`src/rtl/chanreg_pkg.sv`:
```
package chanreg_pkg;
  localparam int BYTE_W = 8;
  localparam logic [4:0] DEV_ADDR_HI = 5'b01011;

  typedef enum logic [2:0] {
    ST_IDLE,
    ST_ADDR,
    ST_ADDR_ACK,
    ST_SUB,
    ST_SUB_ACK,
    ST_TX,
    ST_IGNORE
  } tgt_state_e;
endpackage

```
`src/rtl/chanreg_sync.sv`:
```
module chanreg_sync #(
  parameter int   STAGES  = 2,
  parameter logic RST_VAL = 1'b0
) (
  input  logic clk,
  input  logic rst_n,
  input  logic d,
  output logic q
);
  logic [STAGES-1:0] stg_q;

  always_ff @(posedge clk or negedge rst_n) begin
    if (!rst_n) stg_q <= {STAGES{RST_VAL}};
    else        stg_q <= {stg_q[STAGES-2:0], d};
  end

  assign q = stg_q[STAGES-1];
endmodule

```
`src/rtl/chanreg_bank.sv`:
```
module chanreg_bank #(
  parameter int NUM_CH = 8,
  localparam int PTR_W = $clog2(NUM_CH)
) (
  input  logic                   clk,
  input  logic                   rst_n,
  input  logic                   wr_en,
  input  logic [PTR_W-1:0]       wr_sel,
  input  logic [7:0]             wr_data,
  input  logic [PTR_W-1:0]       rd_sel,
  output logic [7:0]             rd_data,
  output logic [NUM_CH*8-1:0]    bank_flat
);
  logic [7:0] regs_q [NUM_CH];

  for (genvar ch = 0; ch < NUM_CH; ch++) begin : g_ch
    logic ch_we;
    assign ch_we = wr_en && (wr_sel == PTR_W'(ch));
    always_ff @(posedge clk or negedge rst_n) begin
      if (!rst_n)     regs_q[ch] <= '0;
      else if (ch_we) regs_q[ch] <= wr_data;
    end
    assign bank_flat[ch*8 +: 8] = regs_q[ch];
  end

  assign rd_data = regs_q[rd_sel];

  // bytes only move when the parallel port writes
  p_bank_hold_r11: assert property (@(posedge clk) disable iff (!rst_n)
    !wr_en |=> $stable(bank_flat));
endmodule

```
`src/rtl/chanreg_proto.sv`:
```
module chanreg_proto
  import chanreg_pkg::*;
#(
  parameter int NUM_CH = 8,
  localparam int PTR_W = $clog2(NUM_CH)
) (
  input  logic             clk,
  input  logic             rst_n,
  input  logic             scl_s,
  input  logic             sda_s,
  input  logic [1:0]       addr_lo,
  input  logic [7:0]       rd_data,
  output logic [PTR_W-1:0] ptr,
  output logic             sda_pull
);
  tgt_state_e       state_q, state_d;
  logic [3:0]       cnt_q, cnt_d;
  logic [6:0]       sh_q, sh_d;
  logic [7:0]       tx_q, tx_d;
  logic [PTR_W-1:0] ptr_q, ptr_d;
  logic             pull_q, pull_d;
  logic             rw_q, rw_d;
  logic             ackon_q, ackon_d;
  logic             scl_q, sda_q;
  logic             scl_rise, scl_fall, start_det, stop_det;
  logic [7:0]       rx_byte;

  assign scl_rise  = scl_s & ~scl_q;
  assign scl_fall  = ~scl_s & scl_q;
  assign start_det = scl_s & scl_q & sda_q & ~sda_s;
  assign stop_det  = scl_s & scl_q & ~sda_q & sda_s;
  assign rx_byte   = {sh_q, sda_s};

  always_comb begin
    state_d = state_q;
    cnt_d   = cnt_q;
    sh_d    = sh_q;
    tx_d    = tx_q;
    ptr_d   = ptr_q;
    pull_d  = pull_q;
    rw_d    = rw_q;
    ackon_d = ackon_q;
    if (stop_det) begin
      state_d = ST_IDLE;
      pull_d  = 1'b0;
      cnt_d   = '0;
      ackon_d = 1'b0;
    end else if (start_det) begin
      state_d = ST_ADDR;
      pull_d  = 1'b0;
      cnt_d   = '0;
      ackon_d = 1'b0;
    end else begin
      case (state_q)
        ST_ADDR, ST_SUB: begin
          if (scl_rise) begin
            sh_d  = rx_byte[6:0];
            cnt_d = cnt_q + 4'd1;
            if (cnt_q == 4'd7) begin
              cnt_d = '0;
              if (state_q == ST_ADDR) begin
                if (rx_byte[7:1] == {DEV_ADDR_HI, addr_lo}) begin
                  state_d = ST_ADDR_ACK;
                  rw_d    = rx_byte[0];
                end else begin
                  state_d = ST_IGNORE;
                end
              end else if (rx_byte[7:PTR_W] == '0) begin
                state_d = ST_SUB_ACK;
                ptr_d   = rx_byte[PTR_W-1:0];
              end else begin
                state_d = ST_IGNORE;
              end
            end
          end
        end
        ST_ADDR_ACK, ST_SUB_ACK: begin
          if (scl_fall) begin
            if (!ackon_q) begin
              pull_d  = 1'b1;
              ackon_d = 1'b1;
            end else begin
              ackon_d = 1'b0;
              if (state_q == ST_ADDR_ACK && rw_q) begin
                state_d = ST_TX;
                pull_d  = ~rd_data[7];
                tx_d    = {rd_data[6:0], 1'b0};
              end else if (state_q == ST_ADDR_ACK) begin
                state_d = ST_SUB;
                pull_d  = 1'b0;
              end else begin
                state_d = ST_IGNORE;
                pull_d  = 1'b0;
              end
            end
          end
        end
        ST_TX: begin
          if (scl_rise) begin
            cnt_d = cnt_q + 4'd1;
          end else if (scl_fall) begin
            if (cnt_q == 4'd8) begin
              pull_d  = 1'b0;
              state_d = ST_IGNORE;
              cnt_d   = '0;
            end else begin
              pull_d = ~tx_q[7];
              tx_d   = {tx_q[6:0], 1'b0};
            end
          end
        end
        default: ;
      endcase
    end
  end

  always_ff @(posedge clk or negedge rst_n) begin
    if (!rst_n) begin
      state_q <= ST_IDLE;
      cnt_q   <= '0;
      sh_q    <= '0;
      tx_q    <= '0;
      ptr_q   <= '0;
      pull_q  <= 1'b0;
      rw_q    <= 1'b0;
      ackon_q <= 1'b0;
      scl_q   <= 1'b1;
      sda_q   <= 1'b1;
    end else begin
      state_q <= state_d;
      cnt_q   <= cnt_d;
      sh_q    <= sh_d;
      tx_q    <= tx_d;
      ptr_q   <= ptr_d;
      pull_q  <= pull_d;
      rw_q    <= rw_d;
      ackon_q <= ackon_d;
      scl_q   <= scl_s;
      sda_q   <= sda_s;
    end
  end

  assign ptr      = ptr_q;
  assign sda_pull = pull_q;

  // drive changes only follow an edge that saw SCL low
  p_sda_scl_low_r9: assert property (@(posedge clk) disable iff (!rst_n)
    !$stable(pull_q) |-> !$past(scl_s));
  // a target that stopped listening keeps SDA released
  p_ignore_quiet_r2: assert property (@(posedge clk) disable iff (!rst_n)
    (state_q == ST_IGNORE) |-> !pull_q);
  // pointer moves only while a pointer byte is received
  p_ptr_hold_r4: assert property (@(posedge clk) disable iff (!rst_n)
    !$stable(ptr_q) |-> ($past(state_q) == ST_SUB));
  // a stop always leaves the target idle and released
  p_stop_idle_r6: assert property (@(posedge clk) disable iff (!rst_n)
    stop_det |=> (state_q == ST_IDLE && !pull_q));
  // the bit counter never runs past one byte plus acknowledge
  p_cnt_range_r8: assert property (@(posedge clk) disable iff (!rst_n)
    cnt_q <= 4'd8);
endmodule

```
`src/rtl/i2c_chanreg_target.sv`:
```
module i2c_chanreg_target #(
  parameter int NUM_CH      = 8,
  parameter int SYNC_STAGES = 2,
  localparam int PTR_W      = $clog2(NUM_CH)
) (
  input  logic                clk,
  input  logic                rst_n,
  input  logic                scl_i,
  input  logic                sda_i,
  output logic                sda_pull_o,
  input  logic                strap_a1_i,
  input  logic                strap_a0_i,
  input  logic                bank_wr_en_i,
  input  logic [PTR_W-1:0]    bank_wr_sel_i,
  input  logic [7:0]          bank_wr_data_i,
  output logic [NUM_CH*8-1:0] bank_q_o
);
  logic             rst_n_s;
  logic             scl_s, sda_s;
  logic [PTR_W-1:0] ptr;
  logic [7:0]       rd_data;

  chanreg_sync #(.STAGES(2), .RST_VAL(1'b0)) u_rst_sync (
    .clk(clk), .rst_n(rst_n), .d(1'b1), .q(rst_n_s));

  chanreg_sync #(.STAGES(SYNC_STAGES), .RST_VAL(1'b1)) u_scl_sync (
    .clk(clk), .rst_n(rst_n_s), .d(scl_i), .q(scl_s));

  chanreg_sync #(.STAGES(SYNC_STAGES), .RST_VAL(1'b1)) u_sda_sync (
    .clk(clk), .rst_n(rst_n_s), .d(sda_i), .q(sda_s));

  chanreg_proto #(.NUM_CH(NUM_CH)) u_proto (
    .clk      (clk),
    .rst_n    (rst_n_s),
    .scl_s    (scl_s),
    .sda_s    (sda_s),
    .addr_lo  ({strap_a1_i, strap_a0_i}),
    .rd_data  (rd_data),
    .ptr      (ptr),
    .sda_pull (sda_pull_o)
  );

  chanreg_bank #(.NUM_CH(NUM_CH)) u_bank (
    .clk       (clk),
    .rst_n     (rst_n_s),
    .wr_en     (bank_wr_en_i),
    .wr_sel    (bank_wr_sel_i),
    .wr_data   (bank_wr_data_i),
    .rd_sel    (ptr),
    .rd_data   (rd_data),
    .bank_flat (bank_q_o)
  );
endmodule

```
`config.mk`:
```
export PLATFORM = sky130hd
export DESIGN_NAME = i2c_chanreg_target
export DESIGN_NICKNAME = d
export VERILOG_FILES = /design/src/rtl/chanreg_pkg.sv /design/src/rtl/chanreg_sync.sv /design/src/rtl/chanreg_bank.sv /design/src/rtl/chanreg_proto.sv /design/src/rtl/i2c_chanreg_target.sv
export SDC_FILE = /design/constraint.sdc
export NUM_CORES = 1
export LEC_CHECK = 0
export ABC_AREA = 1
export ABC_CLOCK_PERIOD_IN_PS = 7600
export BUFFER_PORTS_ARGS = -buffer_cell sky130_fd_sc_hd__buf_4
export CORE_AREA = 2 2 117 119
export CTS_CLUSTER_SIZE = 25
export DETAILED_ROUTE_END_ITERATION = 10
export DIE_AREA = 0 0 119 121
export GPL_ROUTABILITY_DRIVEN = 0
export HOLD_SLACK_MARGIN = 0.02
export PLACE_DENSITY = 0.62
export SYNTH_ARGS = -nofsm -noshare
export SYNTH_HDL_FRONTEND = slang
export SYNTH_SLANG_ARGS = --single-unit
```
`constraint.sdc`:
```
create_clock -name clk -period 7.6 [get_ports clk]
set_clock_uncertainty 0.15 [all_clocks]
set_input_delay 0.38 -clock clk [delete_from_list [all_inputs] [get_ports clk]]
set_output_delay 0.38 -clock clk [all_outputs]
set_load 0.1 [all_outputs]
```
Word-level counts from Yosys, hierarchy flattened
Cells that the tools add are included.

cells by class
  bitwise gates (word level) = 17
  muxes and demuxes = 47
  order comparisons = 1
  eq/ne operators = 30
  reductions and logical operators = 27
  add/sub/neg operators = 1

operator list
  kind                                                             count
  8-bit 2-to-1 mux                                                 8
  3-bit 2-to-1 mux                                                 13
  4-bit 2-to-1 mux                                                 7
  8-bit binary-select mux with 3-bit select                        1
  4-bit by 1-bit != test with 1-bit output, second input constant  6
  3-bit == test, second input constant                             6
  8-bit case mux with 2 select lines                               1
  7-bit AND reduction                                              2
  1-bit 2-to-1 mux                                                 13
  3-bit by 2-bit == test with 1-bit output, second input constant  4
  4-bit AND reduction                                              3
  5-bit by 1-bit != test with 1-bit output, second input constant  2
  1-bit logical AND                                                9
  1-bit NOT                                                        9
  3-bit case mux with 3 select lines                               1
  9-bit AND reduction                                              1
  2-bit by 1-bit != test with 1-bit output, second input constant  4
  4-bit case mux with 2 select lines                               1
  8-bit AND reduction                                              1
  4-bit nonzero test                                               2
  1-bit bitwise AND                                                7
  7-bit by 6-bit == test with 1-bit output                         1
  3-bit by 1-bit == test with 1-bit output, second input constant  2
  3-bit nonzero test                                               2
  other kinds (15)                                                 17

storage, ports and cells
  output and inout bits = 65
  flip-flop bits (word level) = 100
  word-level logic and storage cells = 144
  input bits = 18

Longest topological paths before layout
Gate-level depths: netlist of the first run.

  depth in word-level cells = 11
  depth in mapped cells = 11
  depth with buffers taken out = 11

Cells and area by module
Synthesis of the first run repeated with hierarchy kept, for this count alone.

second synthesis, totals
  cell total of the unflattened synthesis = 680
  area total of the unflattened synthesis = 5157.4 um2

by module, submodules not included
  module                          area an instance (um2)  cells an instance  instances  seq. area each (um2)
  chanreg_bank                    3189.3                  439                1          1601.5
  chanreg_proto                   1809.2                  234                1          728.2
  chanreg_sync at u_scl_sync ...  52.6                    2                  2          52.6
  chanreg_sync at u_rst_sync      50.0                    2                  1          50.0
  i2c_chanreg_target              3.8                     1                  1          0.0

Least setup slack after synthesis of the first run
Ideal clock, no wire load.

  path type = flip-flop to flip-flop
  start point = register u_bank.regs_q (netlist bit u_bank.bank_flat[56])
  end point = register u_proto.tx_q[1]
  cell stages (with the launch flop) = 7
  setup slack = 5.881 ns
  library setup time = 0.083 ns
  required time = 7.367 ns
  period minus slack after synthesis = 1.719 ns
  arrival time = 1.487 ns
  path buffers = 0
  path through = dfrtp_1 > inv_1 > nand2_1 > o211ai_1 > o211ai_1 > nand3_1 > o21ai_0

on the way
  cells in the longest elaborated chain, start to end = 7

ends and longest elaborated chain
  what                                                  line                  RTL
  start: declaration                                    chanreg_bank.sv:14    logic [7:0] regs_q [NUM_CH];
  start signal: indexed assignment                      chanreg_bank.sv:21    else if (ch_we) regs_q[ch] <= wr_data;
  8-bit binary-select mux with 3-bit select             chanreg_bank.sv:26    assign rd_data = regs_q[rd_sel];
  8-bit 2-to-1 mux (not written as such) (2 in series)  chanreg_bank.sv:26
  8-bit 2-to-1 mux                                      chanreg_proto.sv:84   if (state_q == ST_ADDR_ACK && rw_q) begin
  8-bit 2-to-1 mux                                      chanreg_proto.sv:79   if (!ackon_q) begin
  8-bit 2-to-1 mux                                      chanreg_proto.sv:78   if (scl_fall) begin
  8-bit case mux with 2 select lines                    chanreg_proto.sv:54   case (state_q)
  end signal: assignment                                chanreg_proto.sv:133  tx_q <= tx_d;
  end: declaration                                      chanreg_proto.sv:19   logic [7:0] tx_q, tx_d;

No other way between the ends. The select of a mux whose other input is x is not followed.
A chain may end at the register's enable or synchronous reset.

Worst setup path in the final report of the first run
  start point = register u_proto.ptr_q[0] (netlist: u_proto.ptr[0])
  end point = register u_proto.tx_q[3]

on the way
  cells in the longest elaborated chain, start to end = 8

ends and longest elaborated chain
  what                                                  line                  RTL
  start: declaration                                    chanreg_proto.sv:20   logic [PTR_W-1:0] ptr_q, ptr_d;
  start signal: assignment                              chanreg_proto.sv:134  ptr_q <= ptr_d;
  3-bit NOT with 4-bit output (not written as such)     chanreg_bank.sv:26
  8-bit binary-select mux with 3-bit select             chanreg_bank.sv:26
  8-bit 2-to-1 mux (not written as such) (2 in series)  chanreg_bank.sv:26
  8-bit 2-to-1 mux                                      chanreg_proto.sv:84
  8-bit 2-to-1 mux                                      chanreg_proto.sv:79
  8-bit 2-to-1 mux                                      chanreg_proto.sv:78
  8-bit case mux with 2 select lines                    chanreg_proto.sv:54

No other way between the ends. The select of a mux whose other input is x is not followed.

==> metrics.csv, run 1 <==
metric,value,unit
Die Span X,119,µm
# resized after CTS,0,
post-route ant nets,0,
minimum clock period,2.74,ns
maximum VDD drop,0.213,mV
synth warn,0,
Flop pwr share,0.347,
Setup crit start kind,flop,
initial antenna violation count,0,
"EDFF count, synth",0,
clk root buf,clkbuf_16,
Rows,42,
met3 Usage GRT,0.0291,
power per cell area,384,nW/µm²
Tot GR Track Use,0.189,
setup violators final,0,
buffer count from post-CTS setup fixing,0,
Crit. End Element,flop,
"Cell Area, Synth",4750,µm²
CTS Buf Count,9,
clock power share,0.196,
area grow syn2layout,22.0,%
period utilisation layout,0.361,
CTS Sinks,99,
via/cell ratio,4.93,
port bufs,82,
core area,13100,µm²
Worst Hold Depth,3,
starting density of the core,0.363,
initial DRC count,248,
H-tree depth,3,
CTS Buffer Depth,2,
post-synthesis sequential area ratio,0.523,
ant diodes,0,
PnR worst setup slack,4.86,ns
Critical R2R Launch,u_proto.ptr[0]$_DFFE_PN0P_,
Clock Latency Late Sink,0.35,ns
Hold Path End,u_bank.bank_flat[56]$_DFFE_PN0P_,
fmax,365,MHz
Comb power frac,0.456,
CP Max Fanout,35,
DR vias,4165,
CP max-delay cell,dfrtp_1,
Setup TNS,0,ns
M2 GR Usage,0.315,
final hold vios,0,
cell internal pwr,1.11,mW
Buf/Inv on CP,1,
IO Pins,83,
worst reg2reg setup slack,4.86,ns
Most used DFF post-synth,dfrtp_1,
drt pass-1 iters,4,
Post-Route WL,13000,µm
vias in the first global route,4121,
Overflow after GRT,0,
Slew Limit Fails,0,
cell depth of the worst setup path,7,
total of max-cap violations,0,
status,"complete, no violations",
Post-Syn Area per Cell,8.07,µm²
"Net Count, Synth",608,
Worst EP arrival,2.83,ns
Detailed Place HPWL,9410,µm
required time of the critical path,7.69,ns
critical path's top delay family,flip-flops,
largest net degree at the start of global routing,63,
#FFs+latches synth,99,
Syn Inst Count,588,
Crit path top cell by count,nand3_1,
"Hold-fix buffers, CTS",3,
fraction of layout instances using a drive strength above 1,0.196,
crit-path cells,inv_1 > nand2_1 > nand3_1 > nand3_1 > nand3_1 > nand3_1 > nand2_1,
min-delay src,bank_wr_data_i[0],
Nets,683,
Sw Share,0.501,
"slowest stage delay, CP",1.00,ns
P_sw,1.12,mW
TritonCTS clock tree,built,
clk slew on worst S/H paths,0.07,ns
Die ar.,14400,µm²
number of remaining DRC errors,0,
RSZ-0062 raised after global routing,false,
Slew HR,0.332,
Die Ht,121,µm
Setup CP Type,flop to flop,
cell count of the worst reg-to-reg path,7,
first-pass GRT wire length,21200,µm
hold crit path type,primary input to flop,
Wirelength per Cell,15.4,µm
GRT busiest layer,met2,
leakage,2.89,nW
Cell variety after synth,33,
Tightest Pin Transition,1.00,ns
ys async rst share,1.00,
Post-Place Worst Slack,4.88,ns
Filler cells,1307,
worst r2r dst,u_proto.tx_q[3]$_DFFE_PN0P_,
routing usage on met1,0.249,
[kinds of logic after synthesis]
logic type	synth area share
other	0.000790
buffers and inverters	0.0585
and+or+nand+nor	0.306
AOI/OAI and AO/OA	0.103
adders and majority gates	0.00527
xor gates and xnor gates	0.00369
DFF	0.523
[worst reg2reg max path: cells and delay by family (launching register included)]
kind,cells,cell delay [ns]
buffers and inverters,1,0.72
AND/OR/NAND/NOR,6,0.77
flip-flops,1,1.00
[power groups by stage]
stage                     Clock (mW)  Combinational, mW  Sequential [mW]
after CTS                      0.448               1.02            0.774
final                          0.437               1.02            0.773
after global placement             0               1.00            0.779
after detailed placement           0               1.02            0.781
after global routing           0.467               1.09            0.791
after floorplan                    0              0.328             1.24
[cell type report]
| cell class | instances | area [µm²] | area share |
|---|---|---|---|
| multi-input cells | 423 | 1980 | 0.343 |
| clock buffers | 10 | 229 | 0.0395 |
| clock inverters | 6 | 50.0 | 0.00864 |
| repair buffers | 86 | 653 | 0.113 |
| inverters | 44 | 168 | 0.0289 |
| well taps | 176 | 220 | 0.0380 |
| flip-flops and latches | 99 | 2490 | 0.430 |
[metrics by stage]
stage | hold WS (ns) | area, µm² | std cells | utilization | power, mW
floorplan | -0.0656 | 4750 | 588 | - | 1.56
global placement | 0.0124 | 5480 | 825 | 0.419 | 1.78
detailed placement | 0.0145 | 5480 | 825 | 0.419 | 1.80
CTS | 0.0912 | 5790 | 844 | 0.443 | 2.24
global route | 0.111 | 5790 | 844 | 0.443 | 2.35
finish | 0.105 | 5790 | 844 | 0.443 | 2.23
[worst max-delay path by stage]
stage / from / end / slack, ns
3_5_place_dp: u_proto.ptr[0]$_DFFE_PN0P_ / u_proto.tx_q[3]$_DFFE_PN0P_ / 4.88
2_1_floorplan: u_rst_sync.stg_q[1]$_DFF_PN0_ / u_bank.bank_flat[0]$_DFFE_PN0P_ / 4.50
4_1_cts: u_proto.ptr[0]$_DFFE_PN0P_ / u_proto.tx_q[3]$_DFFE_PN0P_ / 4.84
6_report: u_proto.ptr[0]$_DFFE_PN0P_ / u_proto.tx_q[3]$_DFFE_PN0P_ / 4.86
3_3_place_gp: u_proto.ptr[0]$_DFFE_PN0P_ / u_proto.tx_q[3]$_DFFE_PN0P_ / 4.97
5_1_grt: u_proto.ptr[0]$_DFFE_PN0P_ / u_proto.sda_pull$_DFFE_PN0P_ / 4.57
[cells in the final DEF (no fill, tap or decap)]
cell type	n
nand3b_4	1
nand3_1	76
dfrtp_4	1
buf_4	83
nand4_1	2
o21ai_2	1
and2_4	1
inv_4	1
conb_1	1
ha_1	2
xor2_1	2
or2_2	5
o211ai_1	5
nand2_2	5
dlygate4sd3_1	3
inv_2	2
inv_1	41
clkbuf_1	1
or2_0	1
clkbuf_16	9
a21oi_1	11
dfstp_2	6
clkinvlp_4	4
inv_6	1
nand2_4	3
nor3_1	5
nor2_2	2
o21ai_0	77
inv_8	1
nor2_8	2
nor2_4	1
dfrtp_1	92
nand2_1	190
nand3_2	1
nor2_1	28
nor3_2	1
[registers in the layout, indices dropped and copies added (netlist names), 2 cells and up]
signal and flops:
u_rst_sync.stg_q 2, u_scl_sync.stg_q 2, u_proto.sh_q 7, u_proto.cnt_q 4, u_bank.bank_flat 64, u_proto.ptr 3
u_proto.state_q 3, u_sda_sync.stg_q 2, u_proto.tx_q 7
[metal layers]
layer / vias to the layer above / share of wire / wire [µm]
li1: 2054 / - / -
met1: 1990 / 0.46 / 6010
met2: 106 / 0.48 / 6260
met3: 15 / 0.038 / 500
met4: 0 / 0.018 / 229
met5: - / 0 / 0
[Yosys cell counts (2+ instances only)]
| cell type | instances | share of area |
|---|---|---|
| nor3_1 | 5 | 0.0053 |
| o21ai_0 | 77 | 0.081 |
| dfstp_2 | 6 | 0.033 |
| inv_2 | 2 | 0.0016 |
| nor2_2 | 2 | 0.0026 |
| or2_2 | 5 | 0.0066 |
| dfrtp_1 | 93 | 0.49 |
| nor2_8 | 2 | 0.0084 |
| nand3_1 | 76 | 0.080 |
| o211ai_1 | 5 | 0.0079 |
| xor2_1 | 2 | 0.0037 |
| clkbuf_1 | 11 | 0.0087 |
| nand2_2 | 5 | 0.0066 |
| a21oi_1 | 11 | 0.012 |
| buf_2 | 8 | 0.0084 |
| ha_1 | 2 | 0.0053 |
| nor2_1 | 28 | 0.022 |
| inv_1 | 41 | 0.032 |
| nand2_1 | 190 | 0.15 |
| nand4_1 | 2 | 0.0026 |
| nand2_4 | 3 | 0.0071 |
Power figures use the tool's default switching activity.
==> run 2: changes to the inputs <==
--- a/config.mk
+++ b/config.mk
@@ -6,7 +6,7 @@
 export NUM_CORES = 1
 export LEC_CHECK = 0
 export ABC_AREA = 1
-export ABC_CLOCK_PERIOD_IN_PS = 7600
+export ABC_CLOCK_PERIOD_IN_PS = 2700
 export BUFFER_PORTS_ARGS = -buffer_cell sky130_fd_sc_hd__buf_4
 export CORE_AREA = 2 2 117 119
 export CTS_CLUSTER_SIZE = 25
==> constraint.sdc (replaced) <==
create_clock -name clk -period 2.7 [get_ports clk]
set_clock_uncertainty 0.15 [all_clocks]
set_input_delay 0.135 -clock clk [delete_from_list [all_inputs] [get_ports clk]]
set_output_delay 0.135 -clock clk [all_outputs]
set_load 0.1 [all_outputs]
==> run 2 against run 1 <==
Wire length down 0.38%. Critical path type unchanged. First-iteration DRC count up 0.40%. Largest cell class unchanged. Non-clock buffer count up 8. Utilization up 0.78 points.
==> metrics.csv, run 2 (synthesis gave the netlist of run 1 again) <==
metric,value,unit,change
minimum clock period,1.97,ns,-0.767 ns
TritonCTS clock tree,built,,
CP Max Fanout,12,,-66%
max FFs per register,64,,unchanged
hold crit path type,primary input to flop,,
clock power share,0.206,,+0.010
ant diodes,0,,unchanged
maximum VDD drop,0.535,mV,+150%
initial antenna violation count,0,,unchanged
clk root buf,clkbuf_16,,
Clock Latency Late Sink,0.35,ns,about the same
Worst EP arrival,2.05,ns,-0.78 ns
Comb power frac,0.456,,about the same
final hold vios,0,,unchanged
Die Span X,119,µm,unchanged
power per cell area,1080,nW/µm²,+180%
Setup TNS,0,ns,unchanged
Tightest Pin Transition,0.967,ns,-0.0354 ns
Post-Route WL,12900,µm,-0.38%
# resized after CTS,0,,unchanged
Final Core Density,0.451,,+0.00784
vias in the first global route,4017,,-2.5%
RSZ-0062 raised after global routing,false,,
min-delay src,bank_wr_data_i[5],,
"commonest non-fill, non-tap cell in the layout",nand2_1,,
Die Ht,121,µm,unchanged
"commonest non-fill, non-tap cells in the layout","nand2_1, dfrtp_1, buf_4",,
Post-Place Worst Slack,0.733,ns,-4.15 ns
"slowest stage delay, CP",0.54,ns,-0.46 ns
drt pass-1 iters,5,,+1
number of remaining DRC errors,0,,unchanged
Non-Filler Instances,852,,+0.95%
Overflow after GRT,0,,unchanged
Tot GR Track Use,0.188,,-0.000794
P_sw,3.12,mW,+180%
Flop pwr share,0.338,,-0.009
worst r2r dst,u_proto.ptr[2]$_DFFE_PN0P_,,
Detailed Place HPWL,9260,µm,-1.6%
required time of the critical path,2.77,ns,-4.92 ns
crit-path cells,inv_1 > nor2_1 > nand2_1 > inv_1 > nand3_1 > nand2_1 > o21ai_0,,
CP max-delay cell,dfstp_2,,
cell count of the worst reg-to-reg path,7,,unchanged
via/cell ratio,4.91,,-0.49%
starting density of the core,0.363,,unchanged
core area,13100,µm²,unchanged
leakage,2.95,nW,+2.1%
worst hold slack,0.0479,ns,-0.0566 ns
H-tree depth,3,,unchanged
CTS Sinks,99,,unchanged
Slew HR,0.352,,+0.0201
fmax,507,MHz,+39%
IO Pins,83,,unchanged
setup violators final,0,,unchanged
Die ar.,14400,µm²,unchanged
largest net degree at the start of global routing,57,,-9.5%
port bufs,82,,unchanged
total of max-cap violations,0,,unchanged
Worst Hold Depth,3,,unchanged
DR vias,4184,,+0.46%
worst reg2reg setup slack,0.73,ns,-4.13 ns
first-pass GRT wire length,21100,µm,-0.52%
initial DRC count,249,,+0.40%
PnR worst setup slack,0.726,ns,-4.13 ns
Wirelength per Cell,15.2,µm,-1.3%
buffer count from post-CTS setup fixing,0,,unchanged
area grow syn2layout,24.2,%,
period utilisation layout,0.731,,+0.370
Nets,691,,+1.2%
Critical R2R Launch,u_scl_sync.stg_q[1]$_DFF_PN1_,,
fraction of layout instances using a drive strength above 1,0.203,,+0.00655
Slew Limit Fails,0,,unchanged
Crit. End Element,flop,,
post-route ant nets,0,,unchanged
cell internal pwr,3.23,mW,+190%
Hold Path End,u_bank.bank_flat[61]$_DFFE_PN0P_,,
CTS Buf Count,9,,unchanged
clk slew on worst S/H paths,0.07,ns,about the same
status,"complete, no violations",,
Setup CP Type,flop to flop,,
CTS Buffer Depth,2,,unchanged
top layer in use,met4,,
"Hold-fix buffers, CTS",6,,+3
Sw Share,0.492,,-0.00929
met2 routed WL,6180,µm,-1.3%
met1 WL,5940,µm,-1.2%
Rows,42,,unchanged
routed length on met3,571,µm,+14%
Inst Count DP,830,,+0.61%
Setup crit start kind,flop,,
-- run 2: worst max-delay path, delay by kind of cell, from the launching register on --
| kind | cells | cell delay (ns) |
|---|---|---|
| DFF | 1 | 0.54 |
| buffers and inverters | 2 | 0.25 |
| and+or+nand+nor | 4 | 0.81 |
| AOI/OAI and AO/OA | 1 | 0.09 |
-- run 2: worst max path at each step --
stage                                  startpoint                               to  slack [ns]
floorplan           u_rst_sync.stg_q[1]$_DFF_PN0_  u_bank.bank_flat[0]$_DFFE_PN0P_        0.89
global placement       u_proto.ptr[1]$_DFFE_PN0P_      u_proto.tx_q[1]$_DFFE_PN0P_        0.80
detailed placement  u_scl_sync.stg_q[1]$_DFF_PN1_       u_proto.ptr[1]$_DFFE_PN0P_        0.73
CTS                 u_scl_sync.stg_q[1]$_DFF_PN1_       u_proto.ptr[2]$_DFFE_PN0P_        0.71
global route        u_scl_sync.stg_q[1]$_DFF_PN1_       u_proto.ptr[2]$_DFFE_PN0P_        0.51
finish              u_scl_sync.stg_q[1]$_DFF_PN1_       u_proto.ptr[2]$_DFFE_PN0P_        0.73
-- run 2: power groups by stage --
stage                     clock network (mW)  registers (mW)  logic (mW)
after detailed placement                   0            2.17        2.89
after floorplan                            0            3.48       0.924
final                                   1.31            2.15        2.90
after CTS                               1.34            2.15        2.90
after global routing                    1.41            2.20        3.09
after global placement                     0            2.16        2.85
-- run 2: metal layers --
layer,vias up,track usage
li1,2067,-
met1,1983,0.255
met2,119,0.306
met3,15,0.0254
met4,0,0.0759
met5,-,0
-- run 2: final cells by class --
type	instances	area, µm²
fillers	1270	7190
flip-flops and latches	99	2490
multi-input cells	423	1980
repair buffers	94	733
clock buffers	9	225
well taps	176	220
inverters	44	168
clock inverters	7	76.3
-- run 2: metrics by stage --
stage | power, mW | instance area [µm²]
2_1_floorplan | 4.40 | 4750
6_report | 6.35 | 5900
3_3_place_gp | 5.01 | 5530
4_1_cts | 6.39 | 5900
3_5_place_dp | 5.06 | 5530
5_1_grt | 6.69 | 5900
